`src/rtl/tml_pkg.sv`:
```
package tml_pkg;
    typedef enum logic {
        PATH_BAL = 1'b0,
        PATH_OVC = 1'b1
    } trip_path_e;
endpackage

```
`src/rtl/tml_entry_qual.sv`:
```
module tml_entry_qual #(
    parameter int ENTRY_CYC = 10
) (
    input  logic clk,
    input  logic rst_n,
    input  logic req_i,
    input  logic block_i,
    input  logic hold_i,
    output logic enter_o
);
    localparam int ECW = $clog2(ENTRY_CYC + 1);
    localparam logic [ECW-1:0] LAST = ECW'(ENTRY_CYC - 1);

    typedef struct packed {
        logic [ECW-1:0] cnt;
    } qual_t;

    qual_t cur_q, nxt_d;

    always_comb begin
        nxt_d   = cur_q;
        enter_o = 1'b0;
        if (hold_i || !req_i || block_i) begin
            nxt_d.cnt = '0;
        end else if (cur_q.cnt == LAST) begin
            enter_o   = 1'b1;
            nxt_d.cnt = '0;
        end else begin
            nxt_d.cnt = cur_q.cnt + 1'b1;
        end
    end

    always_ff @(posedge clk or negedge rst_n) begin
        if (!rst_n) cur_q <= '0;
        else        cur_q <= nxt_d;
    end

    // the qualifier never counts past its terminal value
    assert_cnt_bound_R3: assert property (@(posedge clk) disable iff (!rst_n)
        cur_q.cnt <= LAST);

    // a blocked cycle always leaves the count at zero
    assert_block_clears_R4: assert property (@(posedge clk) disable iff (!rst_n)
        block_i |=> cur_q.cnt == '0);
endmodule

```
`src/rtl/tml_trip_det.sv`:
```
module tml_trip_det
    import tml_pkg::*;
#(
    parameter int NCELL    = 5,
    parameter int TEST_DLY = 32
) (
    input  logic             clk,
    input  logic             rst_n,
    input  logic             active_i,
    input  logic             req_i,
    input  logic [NCELL-1:0] bal_hi_i,
    input  logic [NCELL-1:0] bal_lo_i,
    input  logic [NCELL-1:0] ovc_hi_i,
    input  logic [NCELL-1:0] ovc_lo_i,
    output logic             det_o,
    output logic             release_o
);
    localparam int DCW = $clog2(TEST_DLY + 1);
    localparam logic [DCW-1:0] LAST = DCW'(TEST_DLY - 1);

    typedef struct packed {
        logic           det;
        trip_path_e     path;
        logic [DCW-1:0] cnt;
    } det_t;

    det_t cur_q, nxt_d;
    logic cond;
    logic rel_cond;

    always_comb begin
        nxt_d     = cur_q;
        release_o = 1'b0;
        cond      = req_i ? (|bal_hi_i) : (|ovc_hi_i);
        rel_cond  = (cur_q.path == PATH_BAL) ? (!req_i && !(|bal_lo_i))
                                             : !(|ovc_lo_i);
        if (!active_i) begin
            nxt_d = '0;
        end else if (!cur_q.det) begin
            if (!cond) begin
                nxt_d.cnt = '0;
            end else if (cur_q.cnt == LAST) begin
                nxt_d.det  = 1'b1;
                nxt_d.path = req_i ? PATH_BAL : PATH_OVC;
                nxt_d.cnt  = '0;
            end else begin
                nxt_d.cnt = cur_q.cnt + 1'b1;
            end
        end else if (rel_cond) begin
            nxt_d.det = 1'b0;
            release_o = 1'b1;
        end
    end

    always_ff @(posedge clk or negedge rst_n) begin
        if (!rst_n) cur_q <= '0;
        else        cur_q <= nxt_d;
    end

    assign det_o = cur_q.det;

    // a trip always follows a cycle in which a detect flag was present
    assert_trip_has_cause_R6: assert property (@(posedge clk) disable iff (!rst_n)
        $rose(cur_q.det) |-> $past(|bal_hi_i) || $past(|ovc_hi_i));

    // a balance-path release never happens while the request is high
    assert_bal_rel_req_low_R7: assert property (@(posedge clk) disable iff (!rst_n)
        ($fell(cur_q.det) && $past(cur_q.path) == PATH_BAL) |-> !$past(req_i));
endmodule

```
`src/rtl/cbal_test_latch.sv`:
```
module cbal_test_latch #(
    parameter int NCELL       = 5,
    parameter int ENTRY_CYC   = 10,
    parameter int TEST_DLY    = 32,
    parameter bit OUT_ACT_LOW = 1'b0
) (
    input  logic             clk,
    input  logic             rst_n,
    input  logic             req_i,
    input  logic [NCELL-1:0] bal_hi_i,
    input  logic [NCELL-1:0] bal_lo_i,
    input  logic [NCELL-1:0] ovc_hi_i,
    input  logic [NCELL-1:0] ovc_lo_i,
    input  logic [NCELL-1:0] bleed_req_i,
    input  logic             norm_alarm_i,
    output logic             test_o,
    output logic             fast_o,
    output logic [NCELL-1:0] bleed_o,
    output logic             alarm_o
);
    typedef struct packed {
        logic test;
    } top_t;

    top_t cur_q, nxt_d;
    logic enter;
    logic det;
    logic release_evt;
    logic alarm_raw;

    tml_entry_qual #(.ENTRY_CYC(ENTRY_CYC)) qual_i (
        .clk     (clk),
        .rst_n   (rst_n),
        .req_i   (req_i),
        .block_i (|bal_hi_i),
        .hold_i  (cur_q.test),
        .enter_o (enter)
    );

    tml_trip_det #(.NCELL(NCELL), .TEST_DLY(TEST_DLY)) trip_i (
        .clk       (clk),
        .rst_n     (rst_n),
        .active_i  (cur_q.test),
        .req_i     (req_i),
        .bal_hi_i  (bal_hi_i),
        .bal_lo_i  (bal_lo_i),
        .ovc_hi_i  (ovc_hi_i),
        .ovc_lo_i  (ovc_lo_i),
        .det_o     (det),
        .release_o (release_evt)
    );

    always_comb begin
        nxt_d = cur_q;
        if (cur_q.test) nxt_d.test = !release_evt;
        else            nxt_d.test = enter;
    end

    always_ff @(posedge clk or negedge rst_n) begin
        if (!rst_n) cur_q <= '0;
        else        cur_q <= nxt_d;
    end

    assign test_o    = cur_q.test;
    assign fast_o    = cur_q.test;
    assign alarm_raw = cur_q.test ? det : norm_alarm_i;

    for (genvar c = 0; c < NCELL; c++) begin : g_bleed
        assign bleed_o[c] = bleed_req_i[c] & ~cur_q.test;
    end

    if (OUT_ACT_LOW) begin : g_pol_lo
        assign alarm_o = ~alarm_raw;
    end else begin : g_pol_hi
        assign alarm_o = alarm_raw;
    end

    assert_entry_needs_req_R2: assert property (@(posedge clk) disable iff (!rst_n)
        $rose(cur_q.test) |-> $past(req_i));

    assert_entry_blocked_R4: assert property (@(posedge clk) disable iff (!rst_n)
        $rose(cur_q.test) |-> $past(bal_hi_i) == '0);

    assert_exit_after_detect_R9: assert property (@(posedge clk) disable iff (!rst_n)
        $fell(cur_q.test) |-> $past(det));

    assert_det_inside_test_R5: assert property (@(posedge clk) disable iff (!rst_n)
        det |-> cur_q.test);

    assert_no_bleed_in_test_R10: assert property (@(posedge clk) disable iff (!rst_n)
        cur_q.test |-> bleed_o == '0);
endmodule

```
`config.mk`:
```
export PLATFORM = sky130hd
export DESIGN_NAME = cbal_test_latch
export DESIGN_NICKNAME = d
export VERILOG_FILES = /design/src/rtl/tml_pkg.sv /design/src/rtl/tml_entry_qual.sv /design/src/rtl/tml_trip_det.sv /design/src/rtl/cbal_test_latch.sv
export SDC_FILE = /design/constraint.sdc
export NUM_CORES = 1
export LEC_CHECK = 0
export BUFFER_PORTS_ARGS = -buffer_cell sky130_fd_sc_hd__buf_2
export CAP_MARGIN = 20
export CORE_MARGIN = 10
export CORE_UTILIZATION = 45
export DETAILED_ROUTE_END_ITERATION = 8
export PLACE_DENSITY = 0.78
export SYNTH_ARGS = -nofsm -noshare
export SYNTH_HDL_FRONTEND = slang
export SYNTH_SLANG_ARGS = --single-unit
export TNS_END_PERCENT = 30
```
`constraint.sdc`:
```
create_clock -name clk -period 2.3 [get_ports clk]
set_clock_uncertainty 0.2 [all_clocks]
set_input_delay 0.345 -clock clk [delete_from_list [all_inputs] [get_ports clk]]
set_output_delay 0.345 -clock clk [all_outputs]
set_load 0.02 [all_outputs]
```
==> flow_metrics.py, run 1 <==
metrics = {
    "routing": {
        "drc": 0,
        "num_vias": 731,
        "drt_wl_total_um": 1970,
        "ant_nets": 0,
        "drt_iter0_markers": 19,
        "wl_per_cell_um": 14.2,
        "drtPass1Iterations": 4,
        "via_per_inst": 5.26,
    },
    "pwr": {
        "finalPower_w": 0.000429,
        "p_leak_nw": 0.511,
        "peakVddDrop_uv": 308,
        "power_density_nw_per_um2": 420,
    },
    "synth": {
        "netlist_area_sq_um": 786,
        "yosys.area_share.simple_pct": 27.9,
        "synth_top_area_share_pct": 41.4,
        "synth_commonest_cells": "13 x dfrtp_1, 11 x nor2_1, 7 x nor2b_1, 6 x nand2_1",
        "ys_seq_area_share_pct": 41.4,
        "synth-async-reset-ratio_pct": 100,
        "synthDistinctLibCells": 31,
        "synthMuxAreaShare_pct": 0,
        "synth.area.top_cells": "dfrtp_1 41%, nor2b_1 5.6%, nor2_1 5.3%",
        "synth_top_family_by_area": "simple AND/OR/NAND/NOR gates",
        "synth_nets": 114,
        "synth_compound_area_share_pct": 18.2,
        "synth_area_leader_cell": "dfrtp_1",
        "synthFlopType": "dfrtp_1",
        "syn_inst": 82,
        "synth_edf_count": 0,
        "yosys.cell_count.top_type": "dfrtp_1",
        "yosysWarnings": 0,
        "synth_seq_cells": 13,
        "synth.avg_cell_area_sq_um": 9.58,
        "synth_adder_area_share_pct": 4.78,
        "synthXorXnorAreaFrac_pct": 4.46,
    },
    "floorplan": {
        "die_w_um": 61.8,
        "core_area_sq_um": 1690,
        "initial_core_util_pct": 46.5,
        "row_count": 15,
        "ios": 37,
        "fp.dieH_um": 61.8,
        "dieArea_sq_um": 3820,
    },
    "finish": {
        "synthToLayoutAreaGrowth_pct": 29.8,
        "regArea_sq_um": 325,
        "diodes": 0,
        "n_fill_cell": 140,
        "multiInputGateArea_sq_um": 434,
        "nNetsFinal": 155,
        "drive_gt1_share_pct": 37.7,
    },
    "clock_network": {
        "insertion_delay_ns": 0.27,
        "clock-sinks": 13,
        "clk_pin_slew_ns": 0.08,
        "cts_made_buffers": 3,
        "cts_max_level": 1,
        "cts_buffer_depth": 2,
        "tritoncts": "built",
        "root_buffer": "clkbuf_4",
        "ctsResizeCount": 0,
    },
    "worst_setup_path": {
        "crit_arrival_ns": 1.82,
        "critPathRequiredTime_ns": 2.27,
        "crit_buf_inv": 0,
        "path_max_fanout": 4,
        "crit_path_top_delay_cell": "nor3b_1",
        "crit_path_start_kind": "register",
        "max_stage_delay_ns": 0.45,
        "crit_family": "simple AND/OR/NAND/NOR gates",
        "end_kind": "register",
        "worstPathCellList": "ha_1, nand3_1, nor3b_1, a31oi_1, a41o_1",
        "critical_path_class": "register to register",
    },
    "sta": {
        "finalHoldViolCount": 0,
        "relSlewSlack_pct": 67.3,
        "finalSetupViolCount": 0,
        "rsz0062_at_grt": "no",
        "drv_slew": 0,
        "max_freq_mhz": 541,
        "finalCritPeriodShare_pct": 80.4,
        "tightest_slew_ns": 0.490,
        "finalSetupTns_ns": 0,
        "timing.final.crit_period_ns": 1.85,
    },
    "grt": {
        "grt_pass1_wl_um": 3190,
        "antenna_found_initial": 0,
        "grt_use_total_pct": 10.8,
        "grt_max_degree": 16,
        "grtUsageMet3_pct": 5.89,
        "grt-ovfl-total": 0,
        "grt_pass1_vias": 727,
        "globalRoute.busiestLayer": "met2",
        "grt.met2_usage_pct": 17.6,
        "gr-usage-met1_pct": 12.6,
    },
    "outcome": {
        "run_status": "completed",
    },
    "placement": {
        "hpwl_um": 1650,
        "gp_congestion": 0.855,
        "port_buffers": 36,
    },
    "min_path": {
        "holdCritPathClass": "primary input to register",
    },
    "job": {
        "cap_violations": 0,
    },
}
==> flip-flops by register name, summed over array words and instances, names as in the netlist <==
signal        count
fast_o            1
trip_i.cur_q      7
qual_i.cur_q      4
trip_i.det_o      1
==> area by class of cell <==
cell class	count	share of cell area, %
clock buffers	4	2.58
inverters	4	1.47
multi-input cells	63	42.6
flip-flops and latches	13	31.9
well taps	17	2.09
repair buffers	38	19.4
==> worst min-delay path: cells and delay by family <==
kind / cells / cell delay (ns)
buf+inv: 1 / 0.07
compound gates: 1 / 0.07
simple gates: 1 / 0.13
==> metrics by stage <==
stage	worst slack (ns)	area (sq um)	cells	hold WS [ns]	utilization [%]
6_report	0.452	1020	139	0.188	60.4
5_1_grt	0.279	1020	139	0.187	60.4
4_1_cts	0.467	1020	139	0.182	60.4
3_5_place_dp	0.427	983	134	0.0434	58.2
3_3_place_gp	0.452	983	134	0.0417	58.2
2_1_floorplan	0.491	786	82	-0.151	-
==> power breakdown <==
group          internal [W]  switching [W]   total, W
Clock             0.0000672      0.0000743   0.000142
Sequential         0.000229    0.000000449   0.000229
Combinational     0.0000293      0.0000286  0.0000579
Total              0.000325       0.000103   0.000429
==> cells in the final DEF, fill, tap and decap left out, types with 2 or more instances in the layout <==
cell type and count:
clkbuf_4 3, nor2b_1 7, nor3_1 2, xor2_1 3, o21ai_0 4, nand3b_1 2, or4_4 2, ha_1 3
and3_1 2, nor2_1 11, inv_1 4, nand2_1 6, a21oi_1 2, nand3_1 2, dfrtp_1 13, buf_2 36
a22o_1 3
==> cell families (layout without fill, tap and decap cells) <==
| family | after synthesis | in the layout |
|---|---|---|
| simple gates | 40 | 40 |
| compound gates | 16 | 16 |
| flops | 13 | 13 |
| buf+inv | 6 | 46 |
| xor+xnor | 4 | 4 |
| fa+ha+maj | 3 | 3 |
==> per-layer routing <==
layer  part of all wire, %  wire (um)
met5                     0          0
met1                    42        833
met3                    15        295
met4                     0          0
met2                    43        840
==> timing repair <==
item                                    CTS  global route
setup buffers                             0             0
hold endpoints to repair                 13             0
endpoints found under the setup margin    0             0
hold buffers                              1             0
==> worst paths after layout <==
path                       cells after the start  slack [ns]                         from                     endpoint
max                                            5        0.45  trip_i.cur_q[0]$_DFFE_PN0P_  trip_i.cur_q[6]$_DFFE_PN0P_
min                                            3        0.19                  bal_hi_i[3]             fast_o$_DFF_PN0_
max reg2reg                                    5        0.45  trip_i.cur_q[0]$_DFFE_PN0P_  trip_i.cur_q[6]$_DFFE_PN0P_
min reg2reg                                    1        0.29    qual_i.cur_q[0]$_DFF_PN0_    qual_i.cur_q[0]$_DFF_PN0_
max in group asynchronous                      2        1.40                        rst_n  trip_i.cur_q[3]$_DFFE_PN0P_
min in group asynchronous                      2        0.28                        rst_n    qual_i.cur_q[3]$_DFF_PN0_
Power figures use the tool's default switching activity.
==> inputs of run 2 (changes only) <==
CORE_UTILIZATION = 40   (was 45)
PLACE_DENSITY = 0.73   (was 0.78)
clock period = 1.6 ns   (was 2.3 ns; I/O delays follow)
==> run 2 against run 1 <==
Compared with the run above:
- the flow now finishes with violations (setup timing)
- routed wire length rose by 6.1%
- via count rose by 4.4%
- sequential power rose by 44%
- flip-flop and latch count did not move
- first-iteration DRC count rose by 68%
- critical path type is now register to primary output
- critical endpoint is now bleed_o[0]
==> flow_metrics.py, run 2 (synthesis results as in run 1) <==
metrics = {
    "floorplan": {
        "die_w_um": 64.3,
        "ios": 37,
        "core_area_sq_um": 1800,
        "row_count": 15,
        "fp.dieH_um": 64.3,
        "initial_core_util_pct": 43.6,
        "dieArea_sq_um": 4140,
    },
    "routing": {
        "drt_iter0_markers": 32,
        "drt_wl_total_um": 2090,
        "wl_per_cell_um": 13.6,
        "drtPass1Iterations": 2,
        "via_per_inst": 4.95,
        "num_vias": 763,
        "ant_nets": 0,
        "drc": 0,
    },
    "worst_setup_path": {
        "path_max_fanout": 10,
        "r2r_cells": 6,
        "end_kind": "primary output",
        "r2r_slack_ns": 0.06,
        "crit_arrival_ns": 1.18,
        "r2r-end": "trip_i.cur_q[1]$_DFFE_PN0P_",
        "max_stage_delay_ns": 0.45,
        "worstPathCellList": "buf_6, nor2b_1, buf_4",
        "crit_path_top_delay_cell": "dfrtp_2",
        "reg2reg_from": "trip_i.cur_q[0]$_DFFE_PN0P_",
        "critPathRequiredTime_ns": 1.16,
        "critical_path_class": "register to primary output",
        "crit_path_start_kind": "register",
    },
    "finish": {
        "n_fill_cell": 156,
        "nNetsFinal": 162,
        "diodes": 0,
        "regArea_sq_um": 327,
        "layout_commonest_cell": "buf_2",
        "top_register": "trip_i.cur_q",
        "fin_util_pct": 62.3,
        "synthToLayoutAreaGrowth_pct": 42.8,
        "largest_registers": "trip_i.cur_q (7), qual_i.cur_q (4)",
        "largest_reg_flops": 7,
        "final_cell_mix": "31 x buf_2, 12 x buf_4, 12 x dfrtp_1",
        "multiInputGateArea_sq_um": 455,
        "drive_gt1_share_pct": 45.7,
    },
    "grt": {
        "grt_pass1_vias": 745,
        "antenna_found_initial": 0,
        "grt_max_degree": 14,
        "grt_use_total_pct": 9.58,
        "grt-ovfl-total": 0,
        "grt_pass1_wl_um": 3310,
    },
    "clock_network": {
        "cts_made_buffers": 3,
        "cts_buffer_depth": 2,
        "clk_pin_slew_ns": 0.08,
        "clock-sinks": 13,
        "cts_max_level": 1,
        "insertion_delay_ns": 0.27,
        "tritoncts": "built",
        "root_buffer": "clkbuf_4",
    },
    "sta": {
        "timing.final.crit_period_ns": 1.62,
        "max_freq_mhz": 617,
        "finalCritPeriodShare_pct": 101,
        "finalSetupViolCount": 1,
        "finalHoldViolCount": 0,
        "relSlewSlack_pct": 81.1,
        "rsz0062_at_grt": "yes",
        "tightest_slew_ns": 0.284,
        "setup_ws_ns": -0.0218,
        "drv_slew": 0,
    },
    "outcome": {
        "violations": "setup timing",
        "run_status": "finished, violations left",
    },
    "pwr": {
        "peakVddDrop_uv": 558,
        "power_density_nw_per_um2": 548,
        "p_leak_nw": 0.552,
        "finalPower_w": 0.000615,
    },
    "placement": {
        "port_buffers": 36,
        "gp_congestion": 0.855,
        "place_ws_ns": -0.176,
        "hpwl_um": 1630,
    },
    "min_path": {
        "hold_depth": 4,
        "hp-start": "bal_hi_i[2]",
        "min_to": "fast_o$_DFF_PN0_",
        "holdCritPathClass": "primary input to register",
    },
    "job": {
        "cap_violations": 0,
    },
}
-- run 2: critical path, delay by kind of cell, from the launching register on --
| family | cells | cell delay [ns] |
|---|---|---|
| flip-flops | 1 | 0.45 |
| buffers and inverters | 2 | 0.32 |
| AND/OR/NAND/NOR | 1 | 0.14 |
-- run 2: worst max-delay path by stage --
stage | slack [ns] | start | end
after floorplan | -0.03 | trip_i.cur_q[0]$_DFFE_PN0P_ | trip_i.cur_q[6]$_DFFE_PN0P_
after global placement | -0.15 | bal_hi_i[1] | trip_i.cur_q[2]$_DFFE_PN0P_
after detailed placement | -0.18 | bal_hi_i[1] | trip_i.cur_q[2]$_DFFE_PN0P_
after CTS | -0.004 | fast_o$_DFF_PN0_ | bleed_o[1]
after global routing | -0.08 | fast_o$_DFF_PN0_ | bleed_o[0]
final | -0.02 | fast_o$_DFF_PN0_ | bleed_o[0]
-- run 2: report_power, final --
part / switching [W] / leakage (nW) / internal, W
Clock: 0.000102 / 0.0177 / 0.0000925
Combinational: 0.0000432 / 0.355 / 0.0000481
Sequential: 0.000000833 / 0.180 / 0.000329
Total: 0.000146 / 0.552 / 0.000470
-- run 2: layout make-up --
cell class / count / share of cell area (%)
clock buffers: 3 / 2.01
clock inverters: 1 / 0.446
inverters: 4 / 1.34
multi-input cells: 63 / 40.6
flip-flops and latches: 13 / 29.1
well taps: 25 / 2.79
repair buffers: 45 / 23.7
-- run 2: through the flow --
stage | hold slack, ns | cell area, sq um | setup TNS, ns | std cells
finish | 0.159 | 1120 | -0.0218 | 154
global route | 0.155 | 1120 | -0.279 | 154
global placement | -0.0622 | 1020 | -1.40 | 146
floorplan | -0.256 | 786 | -0.0467 | 82
detailed placement | -0.0625 | 1020 | -1.57 | 146
CTS | 0.147 | 1080 | -0.00427 | 152
-- run 2: routing by layer --
metal	global-route usage, %	wire (um)	vias up
li1	-	-	390
met1	11.2	995	336
met2	14.2	812	35
met3	5.75	272	2
met4	3.21	10	0
met5	0	0	-
-- run 2: repair_timing --
item                                   4_1_cts  5_1_grt
setup buffers                                1        2
hold buffers                                 1        0
gates resized for setup                      5        7
setup endpoints to repair                   11       10
endpoints found under the hold margin       13        0
pin swaps                                    0        2
==> inputs of run 3 (changes only) <==
CORE_UTILIZATION = 35   (was 40)
PLACE_DENSITY = default   (was 0.73)
clock period = 1.52 ns   (was 1.6 ns; I/O delays follow)
==> run 3 against run 2 <==
Compared with the run above:
- the flow still finishes with violations (setup timing)
- cell area up 6.0%
- flip-flop and latch count unchanged
- combinational power up 16%
- critical endpoint unchanged
- largest cell class unchanged
- critical path depth unchanged
- highest routed layer is now met3
- first-iteration DRC count down 53%
- die area up 9.7%
- hold slack worse by 0.015 ns
==> flow_metrics.py, run 3 (synthesis results as in run 1) <==
metrics = {
    "worst_setup_path": {
        "r2r_slack_ns": -0.01,
        "r2r-end": "trip_i.cur_q[6]$_DFFE_PN0P_",
        "crit_path_start_kind": "register",
        "crit_buf_inv": 2,
        "path_max_fanout": 7,
        "reg2reg_from": "trip_i.cur_q[1]$_DFFE_PN0P_",
        "crit_path_top_delay_cell": "dfrtp_2",
        "crit_start": "fast_o$_DFF_PN0_",
        "crit_arrival_ns": 1.16,
        "worstPathCellList": "buf_6, nor2b_1, buf_4",
        "max_stage_delay_ns": 0.46,
        "end_kind": "primary output",
        "critPathRequiredTime_ns": 1.09,
        "crit_family": "flip-flops",
        "critical_path_class": "register to primary output",
        "r2r_cells": 5,
    },
    "placement": {
        "dpl_cell_area_sq_um": 1050,
        "hpwl_um": 1840,
        "port_buffers": 36,
        "gp_congestion": 0.822,
    },
    "clock_network": {
        "tritoncts": "built",
        "cts_buffer_depth": 2,
        "clock-sinks": 13,
        "insertion_delay_ns": 0.27,
        "clk_pin_slew_ns": 0.08,
        "cts_max_level": 1,
        "root_buffer": "clkbuf_4",
        "cts_made_buffers": 3,
    },
    "routing": {
        "drt_iter0_markers": 15,
        "via_per_inst": 5.01,
        "drtPass1Iterations": 3,
        "drt_wl_total_um": 2220,
        "num_vias": 791,
        "drc": 0,
        "ant_nets": 0,
        "wl_per_cell_um": 14.1,
    },
    "floorplan": {
        "dieArea_sq_um": 4540,
        "die_w_um": 67.4,
        "fp.dieH_um": 67.4,
        "core_area_sq_um": 2170,
        "ios": 37,
        "row_count": 17,
        "initial_core_util_pct": 36.2,
    },
    "sta": {
        "finalSetupViolCount": 7,
        "timing.final.crit_period_ns": 1.59,
        "finalCritPeriodShare_pct": 105,
        "tightest_slew_ns": 0.304,
        "finalHoldViolCount": 0,
        "drv_slew": 0,
        "max_freq_mhz": 629,
        "relSlewSlack_pct": 79.7,
        "setup_ws_ns": -0.0708,
        "rsz0062_at_grt": "yes",
    },
    "min_path": {
        "holdCritPathClass": "primary input to register",
        "hold_depth": 3,
        "hp-start": "bal_hi_i[4]",
        "min_to": "fast_o$_DFF_PN0_",
    },
    "pwr": {
        "peakVddDrop_uv": 329,
        "p_leak_nw": 0.565,
        "clock_power_share_pct": 31.3,
        "p_comb_share_pct": 16.0,
        "p_sw_w": 0.000156,
        "power_density_nw_per_um2": 555,
        "switching_share_pct": 23.6,
        "pwr-share-seq_pct": 52.6,
        "intPower_w": 0.000505,
        "finalPower_w": 0.000660,
    },
    "finish": {
        "stdcell_area_sq_um": 1190,
        "diodes": 0,
        "top_register": "trip_i.cur_q",
        "synthToLayoutAreaGrowth_pct": 51.4,
        "largest_reg_flops": 7,
        "nNetsFinal": 163,
        "final_cell_mix": "30 x buf_2, 12 x dfrtp_1, 11 x nor2_1",
        "largest_registers": "trip_i.cur_q (7), qual_i.cur_q (4)",
        "layout_commonest_cell": "buf_2",
        "drive_gt1_share_pct": 48.5,
    },
    "outcome": {
        "violations": "setup timing",
        "run_status": "finished, violations left",
    },
    "grt": {
        "grt-ovfl-total": 0,
        "grt_use_total_pct": 9.61,
        "grt_pass1_vias": 820,
        "grt_pass1_wl_um": 3420,
        "antenna_found_initial": 0,
        "grt_max_degree": 14,
    },
    "job": {
        "cap_violations": 0,
    },
}
-- run 3: cell types whose count changed in the layout (fill, tap and decap cells not counted), sizes merged --
| cell | previous run | this run |
|---|---|---|
| buf | 44 | 45 |
| clkbuf | 3 | 4 |
| clkinv | 1 | 0 |
-- run 3: per-layer routing --
metal / up-vias / wire, um / track usage, %
met5: - / 0 / 0
met4: 0 / 0 / 2.31
met3: 0 / 331 / 5.95
met2: 32 / 998 / 15.9
met1: 369 / 891 / 10.2
li1: 390 / - / -
-- run 3: final cells by class --
type,count,area (sq um)
fill,195,980
multi-input combinational,63,495
sequential,13,327
timing repair buffer,46,292
tap,28,35.0
clock buffer,4,26.3
inverter,4,15.0
-- run 3: worst max-delay path by stage --
| stage | to | slack (ns) | cells after the start |
|---|---|---|---|
| final | bleed_o[0] | -0.07 | 3 |
| after floorplan | trip_i.cur_q[1]$_DFFE_PN0P_ | -0.07 | 4 |
| after CTS | bleed_o[0] | -0.08 | 3 |
| after global routing | bleed_o[0] | -0.12 | 3 |
| after global placement | trip_i.cur_q[1]$_DFFE_PN0P_ | -0.20 | 5 |
| after detailed placement | qual_i.cur_q[3]$_DFF_PN0_ | -0.25 | 6 |
-- run 3: power by group through the flow --
stage / clock [W] / sequential, W / combinational [W]
global route: 0.000234 / 0.000348 / 0.000116
detailed placement: 0 / 0.000354 / 0.0000908
global placement: 0 / 0.000354 / 0.0000890
floorplan: 0 / 0.000354 / 0.0000339
CTS: 0.000221 / 0.000347 / 0.000102
finish: 0.000207 / 0.000347 / 0.000106
-- run 3: worst register-to-register path: stages (launching register included) --
cell and delay, ns:
dfrtp_1 0.40, ha_4 0.17, nand3_4 0.09, nor3b_4 0.25, a31oi_1 0.11, a41o_1 0.22
-- run 3: repair_timing --
action,CTS,global route
hold endpoints to repair,13,0
hold buffers,1,0
pin swaps,3,3
setup buffers,1,0
setup endpoints to repair,9,15
resized for setup,14,9
-- run 3: through the flow --
step	worst slack, ns	TNS [ns]	hold slack (ns)	util [%]	std cells
finish	-0.0708	-0.296	0.145	54.8	158
detailed placement	-0.246	-2.58	-0.0668	48.6	152
global route	-0.122	-0.810	0.150	54.8	158
CTS	-0.0803	-0.387	0.134	52.5	158
global placement	-0.202	-2.33	-0.0679	48.6	152
floorplan	-0.0721	-0.444	-0.268	-	82
